File: src/rtl/gd_ctrl_pkg.sv
package gd_ctrl_pkg;
    // Index of each filtered control input
    localparam int unsigned IDX_POS = 0;
    localparam int unsigned IDX_NEG = 1;
    localparam int unsigned IDX_CLR = 2;
    localparam int unsigned N_CTRL  = 3;

    typedef struct packed {
        logic ready;
        logic gate;
    } gd_out_st_t;

    typedef struct packed {
        logic latched;
    } gd_fault_st_t;
endpackage

File: src/rtl/gd_glitch_filter.sv
module gd_glitch_filter #(
    parameter int unsigned LEN  = 2,
    parameter bit          INIT = 1'b0
) (
    input  logic clk,
    input  logic rst_n,
    input  logic raw_i,
    output logic filt_o
);
    localparam int unsigned CW   = (LEN > 1) ? $clog2(LEN) : 1;
    localparam logic [CW-1:0] LAST = CW'(LEN - 1);

    typedef struct packed {
        logic          filt;
        logic [CW-1:0] cnt;
    } filt_st_t;

    filt_st_t st_d, st_q;

    always_comb begin
        st_d = st_q;
        if (raw_i == st_q.filt) begin
            st_d.cnt = '0;
        end else if (st_q.cnt == LAST) begin
            st_d.filt = raw_i;
            st_d.cnt  = '0;
        end else begin
            st_d.cnt = st_q.cnt + 1'b1;
        end
    end

    always_ff @(posedge clk or negedge rst_n) begin
        if (!rst_n) begin
            st_q.filt <= INIT;
            st_q.cnt  <= '0;
        end else begin
            st_q <= st_d;
        end
    end

    assign filt_o = st_q.filt;


    filt_follows_raw_chk: assert property (@(posedge clk) disable iff (!rst_n)
        (st_q.filt != $past(st_q.filt)) |-> ($past(raw_i) == st_q.filt));


    filt_cnt_idle_chk: assert property (@(posedge clk) disable iff (!rst_n)
        (raw_i == st_q.filt) |=> (st_q.cnt == '0));
endmodule

File: src/rtl/gd_fault_latch.sv
module gd_fault_latch
    import gd_ctrl_pkg::*;
(
    input  logic clk,
    input  logic rst_n,
    input  logic set_i,
    input  logic clr_req_i,
    input  logic ready_i,
    output logic fault_o,
    output logic fault_nxt_o
);
    gd_fault_st_t st_d, st_q;

    always_comb begin
        st_d = st_q;
        if (set_i) begin
            st_d.latched = 1'b1;
        end else if (st_q.latched && clr_req_i && ready_i) begin
            st_d.latched = 1'b0;
        end
    end

    always_ff @(posedge clk or negedge rst_n) begin
        if (!rst_n) st_q <= '0;
        else        st_q <= st_d;
    end

    assign fault_o     = st_q.latched;
    assign fault_nxt_o = st_d.latched;


    set_wins_chk: assert property (@(posedge clk) disable iff (!rst_n)
        set_i |=> st_q.latched);


    hold_unready_chk: assert property (@(posedge clk) disable iff (!rst_n)
        (st_q.latched && !ready_i) |=> st_q.latched);


    clear_qualified_chk: assert property (@(posedge clk) disable iff (!rst_n)
        $fell(st_q.latched) |-> $past(clr_req_i && ready_i));
endmodule

File: src/rtl/gd_input_ctrl.sv
module gd_input_ctrl
    import gd_ctrl_pkg::*;
#(
    parameter int unsigned FLT_IN_CYC  = 2,
    parameter int unsigned FLT_CLR_CYC = 40
) (
    input  logic clk,
    input  logic rst_n,
    input  logic pwm_pos_i,
    input  logic pwm_neg_i,
    input  logic clr_n_i,
    input  logic supply_ctl_ok_i,
    input  logic supply_pwr_ok_i,
    input  logic pwr_fault_i,
    output logic gate_cmd_o,
    output logic ready_o,
    output logic fault_pull_o,
    output logic fault_level_o
);
    logic [N_CTRL-1:0] raw_ctrl;
    logic [N_CTRL-1:0] filt_ctrl;
    logic              fault_q;
    logic              fault_nxt;
    logic              supplies_ok;
    gd_out_st_t        out_d, out_q;

    assign raw_ctrl[IDX_POS] = pwm_pos_i;
    assign raw_ctrl[IDX_NEG] = pwm_neg_i;
    assign raw_ctrl[IDX_CLR] = clr_n_i;

    for (genvar g = 0; g < N_CTRL; g++) begin : g_filt
        localparam int unsigned LEN  = (g == IDX_CLR) ? FLT_CLR_CYC : FLT_IN_CYC;
        localparam bit          INIT = (g == IDX_NEG) ? 1'b1 : 1'b0;
        gd_glitch_filter #(.LEN(LEN), .INIT(INIT)) i_filt (
            .clk   (clk),
            .rst_n (rst_n),
            .raw_i (raw_ctrl[g]),
            .filt_o(filt_ctrl[g])
        );
    end

    gd_fault_latch i_latch (
        .clk        (clk),
        .rst_n      (rst_n),
        .set_i      (pwr_fault_i),
        .clr_req_i  (!filt_ctrl[IDX_CLR]),
        .ready_i    (out_q.ready),
        .fault_o    (fault_q),
        .fault_nxt_o(fault_nxt)
    );

    assign supplies_ok = supply_ctl_ok_i && supply_pwr_ok_i;

    always_comb begin
        out_d       = out_q;
        out_d.ready = supplies_ok;
        out_d.gate  = filt_ctrl[IDX_POS] && !filt_ctrl[IDX_NEG] && filt_ctrl[IDX_CLR]
                      && supplies_ok && !fault_nxt;
    end

    always_ff @(posedge clk or negedge rst_n) begin
        if (!rst_n) out_q <= '0;
        else        out_q <= out_d;
    end

    assign gate_cmd_o    = out_q.gate;
    assign ready_o       = out_q.ready;
    assign fault_pull_o  = fault_q;
    assign fault_level_o = !fault_q;


    supply_loss_chk: assert property (@(posedge clk) disable iff (!rst_n)
        !(supply_ctl_ok_i && supply_pwr_ok_i) |=> !gate_cmd_o);


    ready_track_chk: assert property (@(posedge clk) disable iff (!rst_n)
        1'b1 |=> (ready_o == $past(supply_ctl_ok_i && supply_pwr_ok_i)));


    gate_blocked_by_fault_chk: assert property (@(posedge clk) disable iff (!rst_n)
        gate_cmd_o |-> !fault_pull_o);


    fault_sets_chk: assert property (@(posedge clk) disable iff (!rst_n)
        pwr_fault_i |=> (fault_pull_o && !fault_level_o && !gate_cmd_o));


    gate_needs_enable_chk: assert property (@(posedge clk) disable iff (!rst_n)
        !filt_ctrl[IDX_CLR] |=> !gate_cmd_o);
endmodule

File: config.mk
export PLATFORM = sky130hd
export DESIGN_NAME = gd_input_ctrl
export DESIGN_NICKNAME = d
export VERILOG_FILES = /design/src/rtl/gd_ctrl_pkg.sv /design/src/rtl/gd_glitch_filter.sv /design/src/rtl/gd_fault_latch.sv /design/src/rtl/gd_input_ctrl.sv
export SDC_FILE = /design/constraint.sdc
export NUM_CORES = 1
export LEC_CHECK = 0
export BUFFER_PORTS_ARGS = -buffer_cell sky130_fd_sc_hd__buf_2
export CORE_UTILIZATION = 40
export DETAILED_ROUTE_END_ITERATION = 12
export SLEW_MARGIN = 20
export SYNTH_ARGS = -nofsm -noshare
export SYNTH_HDL_FRONTEND = slang
export SYNTH_SLANG_ARGS = --single-unit
File: constraint.sdc
create_clock -name clk -period 1.3 [get_ports clk]
set_input_delay 0.065 -clock clk [delete_from_list [all_inputs] [get_ports clk]]
set_output_delay 0.065 -clock clk [all_outputs]
set_load 0.02 [all_outputs]
==> impl_results.rst <==
.. list-table::
   :header-rows: 1

   * - Metric
     - Value
   * - Outcome
     - finished, final reports clean
   * - Number of placed cells counting well taps
     - 74
   * - Pin count of the biggest net entering global routing
     - 15
   * - Worst setup path startpoint
     - g_filt[2].i_filt.st_q[0]$_DFF_PN0_
   * - Vert. Die Dim
     - 39.8 um
   * - Unrepaired setup endpoints after global routing
     - true
   * - Antenna diode instance count
     - 0
   * - Vias
     - 385
   * - Count of pins over their slew limit
     - 0
   * - Overall fraction of global-route tracks in use
     - about 16%
   * - Post-synthesis area per instance
     - 12.7 um2
   * - DRC
     - 0
   * - Overall power of the completed layout
     - 1.04 mW
   * - First-pass GRT wire length
     - 1520 um
   * - Final setup violation count
     - 0
   * - Standard-cell rows
     - 13
   * - Average routed wire per standard cell
     - approximately 12 um
   * - DR pass1 iterations
     - 2
   * - Final critical-path setup slack
     - around 0.21 ps
   * - Worst hold path depth
     - 2
   * - Worst Path Arrival
     - 1470 ps
   * - Layout cells sized above 1
     - 40.0%
   * - Largest buffer count on any clock path
     - 2
   * - CTS tree
     - yes
   * - WL final
     - 951 um
   * - Share of the cycle needed by the critical path after routing
     - 100%
   * - Number of H-tree levels
     - 1
   * - Reported max-cap violation count
     - 0
   * - Number of buffers added by the clock tree synthesis step
     - 3
   * - Clock sink count
     - 14
   * - Syn Nets
     - 54
   * - Clk_skew
     - 7.92 ps
   * - Ratio of routed vias to standard cells
     - 4.81
   * - Highest Clock Rate
     - 769 MHz
   * - Most used cells in the layout excluding fill and tap cells
     - sky130_fd_sc_hd__dfrtp_1, sky130_fd_sc_hd__buf_2, sky130_fd_sc_hd__xnor2_1, sky130_fd_sc_hd__nor2_1
   * - Type of element launching the critical path
     - flop
   * - Footprint of the flip-flops and latches
     - between 300 and 400 um2
   * - Growth of design area from synthesis to finish
     - 28.3%
   * - Flip-flop and latch count after synthesis
     - 14
   * - Highest ir drop seen on vdd
     - 0.000909 V
   * - Number of endpoints with negative hold slack in the final report
     - 0
   * - Minimum clock period
     - 1300 ps
   * - Worst r2r src
     - g_filt[2].i_filt.st_q[0]$_DFF_PN0_
   * - Type of the setup path with the least slack
     - reg2reg
   * - Setup slack of the most critical reg-to-reg path
     - 0.2 ps
   * - Die W
     - slightly below 40 um
   * - Remaining global-route overflow
     - 0
   * - Core Util, Final
     - 55.6%
   * - Top fanout value on the critical path
     - 3
   * - Net count, final
     - 75
   * - Clock transition at the register clock pins on the worst setup and hold paths after CTS
     - 90 ps
   * - Critical Path Sink
     - g_filt[2].i_filt.filt_o$_DFFE_PN0P_
   * - Input/output buffers
     - 11
   * - Slew @ Worst Pin
     - approximately 300 ps
   * - Hold Path Class
     - in2reg
   * - Core outline area
     - 0.00132 mm2
   * - Headroom to the max-slew limit
     - approximately 80%
   * - Number of global-route vias before repair
     - 373
   * - Placement Setup Slack
     - 4.54 ps
   * - Worst endpoint required time
     - 1470 ps
   * - Number of antenna violations at the first check in global routing
     - 0
   * - Area occupied by multi-input gates
     - 224 um2
   * - Initial standard-cell utilization of the core
     - 43.3%
   * - Fill cell instance count of the final layout
     - around 120
   * - Setup TNS Final
     - 0 ps
   * - DR iter-0 viols
     - 2
   * - Post-synthesis cell area
     - approximately 570 um2
   * - Synthesized instance count
     - 45
   * - Beginning of the worst hold path
     - supply_pwr_ok_i
   * - Number of cells in the finished layout apart from fillers
     - 80
   * - Area of the die
     - between 0.0015 and 0.002 mm2
   * - R2R cell count
     - 4
   * - Power per Cell Area
     - 1420 mW/mm2
   * - RePlAce Congestion
     - 0.650
   * - Leakage power total
     - 0.341 nW
   * - R2r endpoint
     - g_filt[2].i_filt.filt_o$_DFFE_PN0P_
   * - Post-synthesis sequential area ratio
     - between 60% and 70%
   * - Antenna violation net count after detailed routing
     - 0
   * - Clock insertion delay at the later pin of the skew report
     - 280 ps
   * - Library cell used as clock root buffer
     - sky130_fd_sc_hd__clkbuf_4
   * - Total I/O pin count
     - 12
   * - Number of distinct library cells after synthesis
     - 20
   * - Yosys warns
     - 0
   * - Most frequent standard cell in the layout excluding fill and tap cells
     - sky130_fd_sc_hd__dfrtp_1
   * - Post CTS Setup Buffer Count
     - 0
   * - Critical path capture point type
     - flop
-- registers in the layout, indices dropped and copies added (netlist names) --
signal / flops
ready_o: 1
gate_cmd_o: 1
i_latch.fault_o: 1
g_filt.i_filt.filt_o: 3
g_filt.i_filt.st_q: 8
-- power breakdown --
part	switching (mW)	internal, mW	leakage (nW)
clock	0.133	0.170	0.0210
sequential	0.0590	0.521	0.179
combinational	0.0623	0.0959	0.141
total	0.255	0.787	0.341
-- kinds of logic (layout without fill, tap and decap cells) --
| group | after synthesis | after routing | synth area share, % |
|---|---|---|---|
| AOI/OAI and AO/OA | 3 | 3 | 4.39 |
| buffers and inverters | 1 | 21 | 0.657 |
| xor gates and xnor gates | 6 | 6 | 9.21 |
| DFF | 14 | 14 | 61.6 |
| and+or+nand+nor | 17 | 17 | 16.0 |
| muxes | 3 | 3 | 5.92 |
| adders and majority gates | 1 | 1 | 2.19 |
-- critical path, cell delays in order (launching register included) --
cell and delay (ps):
sky130_fd_sc_hd__dfrtp_1 390, sky130_fd_sc_hd__ha_2 200, sky130_fd_sc_hd__nand4b_1 120, sky130_fd_sc_hd__nor2_2 180, sky130_fd_sc_hd__mux2_4 310
-- cell usage after synthesis --
library cell / instances / area, um2
sky130_fd_sc_hd__nand2_1: 1 / 3.75
sky130_fd_sc_hd__nand4b_1: 1 / 8.76
sky130_fd_sc_hd__nand3_2: 1 / 10.0
sky130_fd_sc_hd__nand3_1: 2 / 10.0
sky130_fd_sc_hd__ha_1: 1 / 12.5
sky130_fd_sc_hd__a211oi_2: 1 / 12.5
sky130_fd_sc_hd__o21ai_0: 1 / 5.00
sky130_fd_sc_hd__nor2b_1: 1 / 6.26
sky130_fd_sc_hd__nor2_1: 5 / 18.8
sky130_fd_sc_hd__a21o_1: 1 / 7.51
sky130_fd_sc_hd__and2_1: 1 / 6.26
sky130_fd_sc_hd__inv_1: 1 / 3.75
sky130_fd_sc_hd__mux2_2: 3 / 33.8
sky130_fd_sc_hd__nor3_1: 3 / 15.0
sky130_fd_sc_hd__dfrtp_1: 13 / 325
sky130_fd_sc_hd__nand2b_1: 1 / 6.26
sky130_fd_sc_hd__dfstp_2: 1 / 26.3
sky130_fd_sc_hd__or3_1: 1 / 6.26
sky130_fd_sc_hd__xor2_1: 2 / 17.5
sky130_fd_sc_hd__xnor2_1: 4 / 35.0
-- worst min-delay path by stage --
stage	endpoint	slack, ps
after floorplan	g_filt[0].i_filt.filt_o$_DFFE_PN0P_	-230
after global placement	g_filt[2].i_filt.st_q[5]$_DFF_PN0_	-20
after detailed placement	g_filt[2].i_filt.st_q[5]$_DFF_PN0_	-30
after CTS	ready_o$_DFF_PN0_	20
after global routing	ready_o$_DFF_PN0_	20
final	ready_o$_DFF_PN0_	30
-- cell type report --
type / count / area share (%)
Inverter: 1 / 0.513
Clock buffer: 4 / 4.96
Timing Repair Buffer: 16 / 13.3
Multi-Input combinational cell: 30 / 30.6
Tap cell: 15 / 2.56
Sequential cell: 14 / 48.0
-- through the flow --
step                area, um2  hold WS, ps
finish                    732         29.1
CTS                       726         19.8
global placement          669        -22.0
global route              732         17.1
detailed placement        669        -25.2
floorplan                 573         -231
-- metal layers --
layer	wire length, um	vias to the layer above	share of wire, %	global-route usage, %
met2	504	8	53	25.4
met3	36	0	3.8	8.52
li1	-	192	-	-
met5	0	-	0	0
met4	0	0	0	2.59
met1	410	185	43	17.9
-- timing repair --
item,in CTS,in global routing
endpoints found under the setup margin,0,1
hold buffers,2,0
hold endpoints to repair,15,0
resized for setup,0,2
No activity file was read; power rests on OpenSTA's default activity.
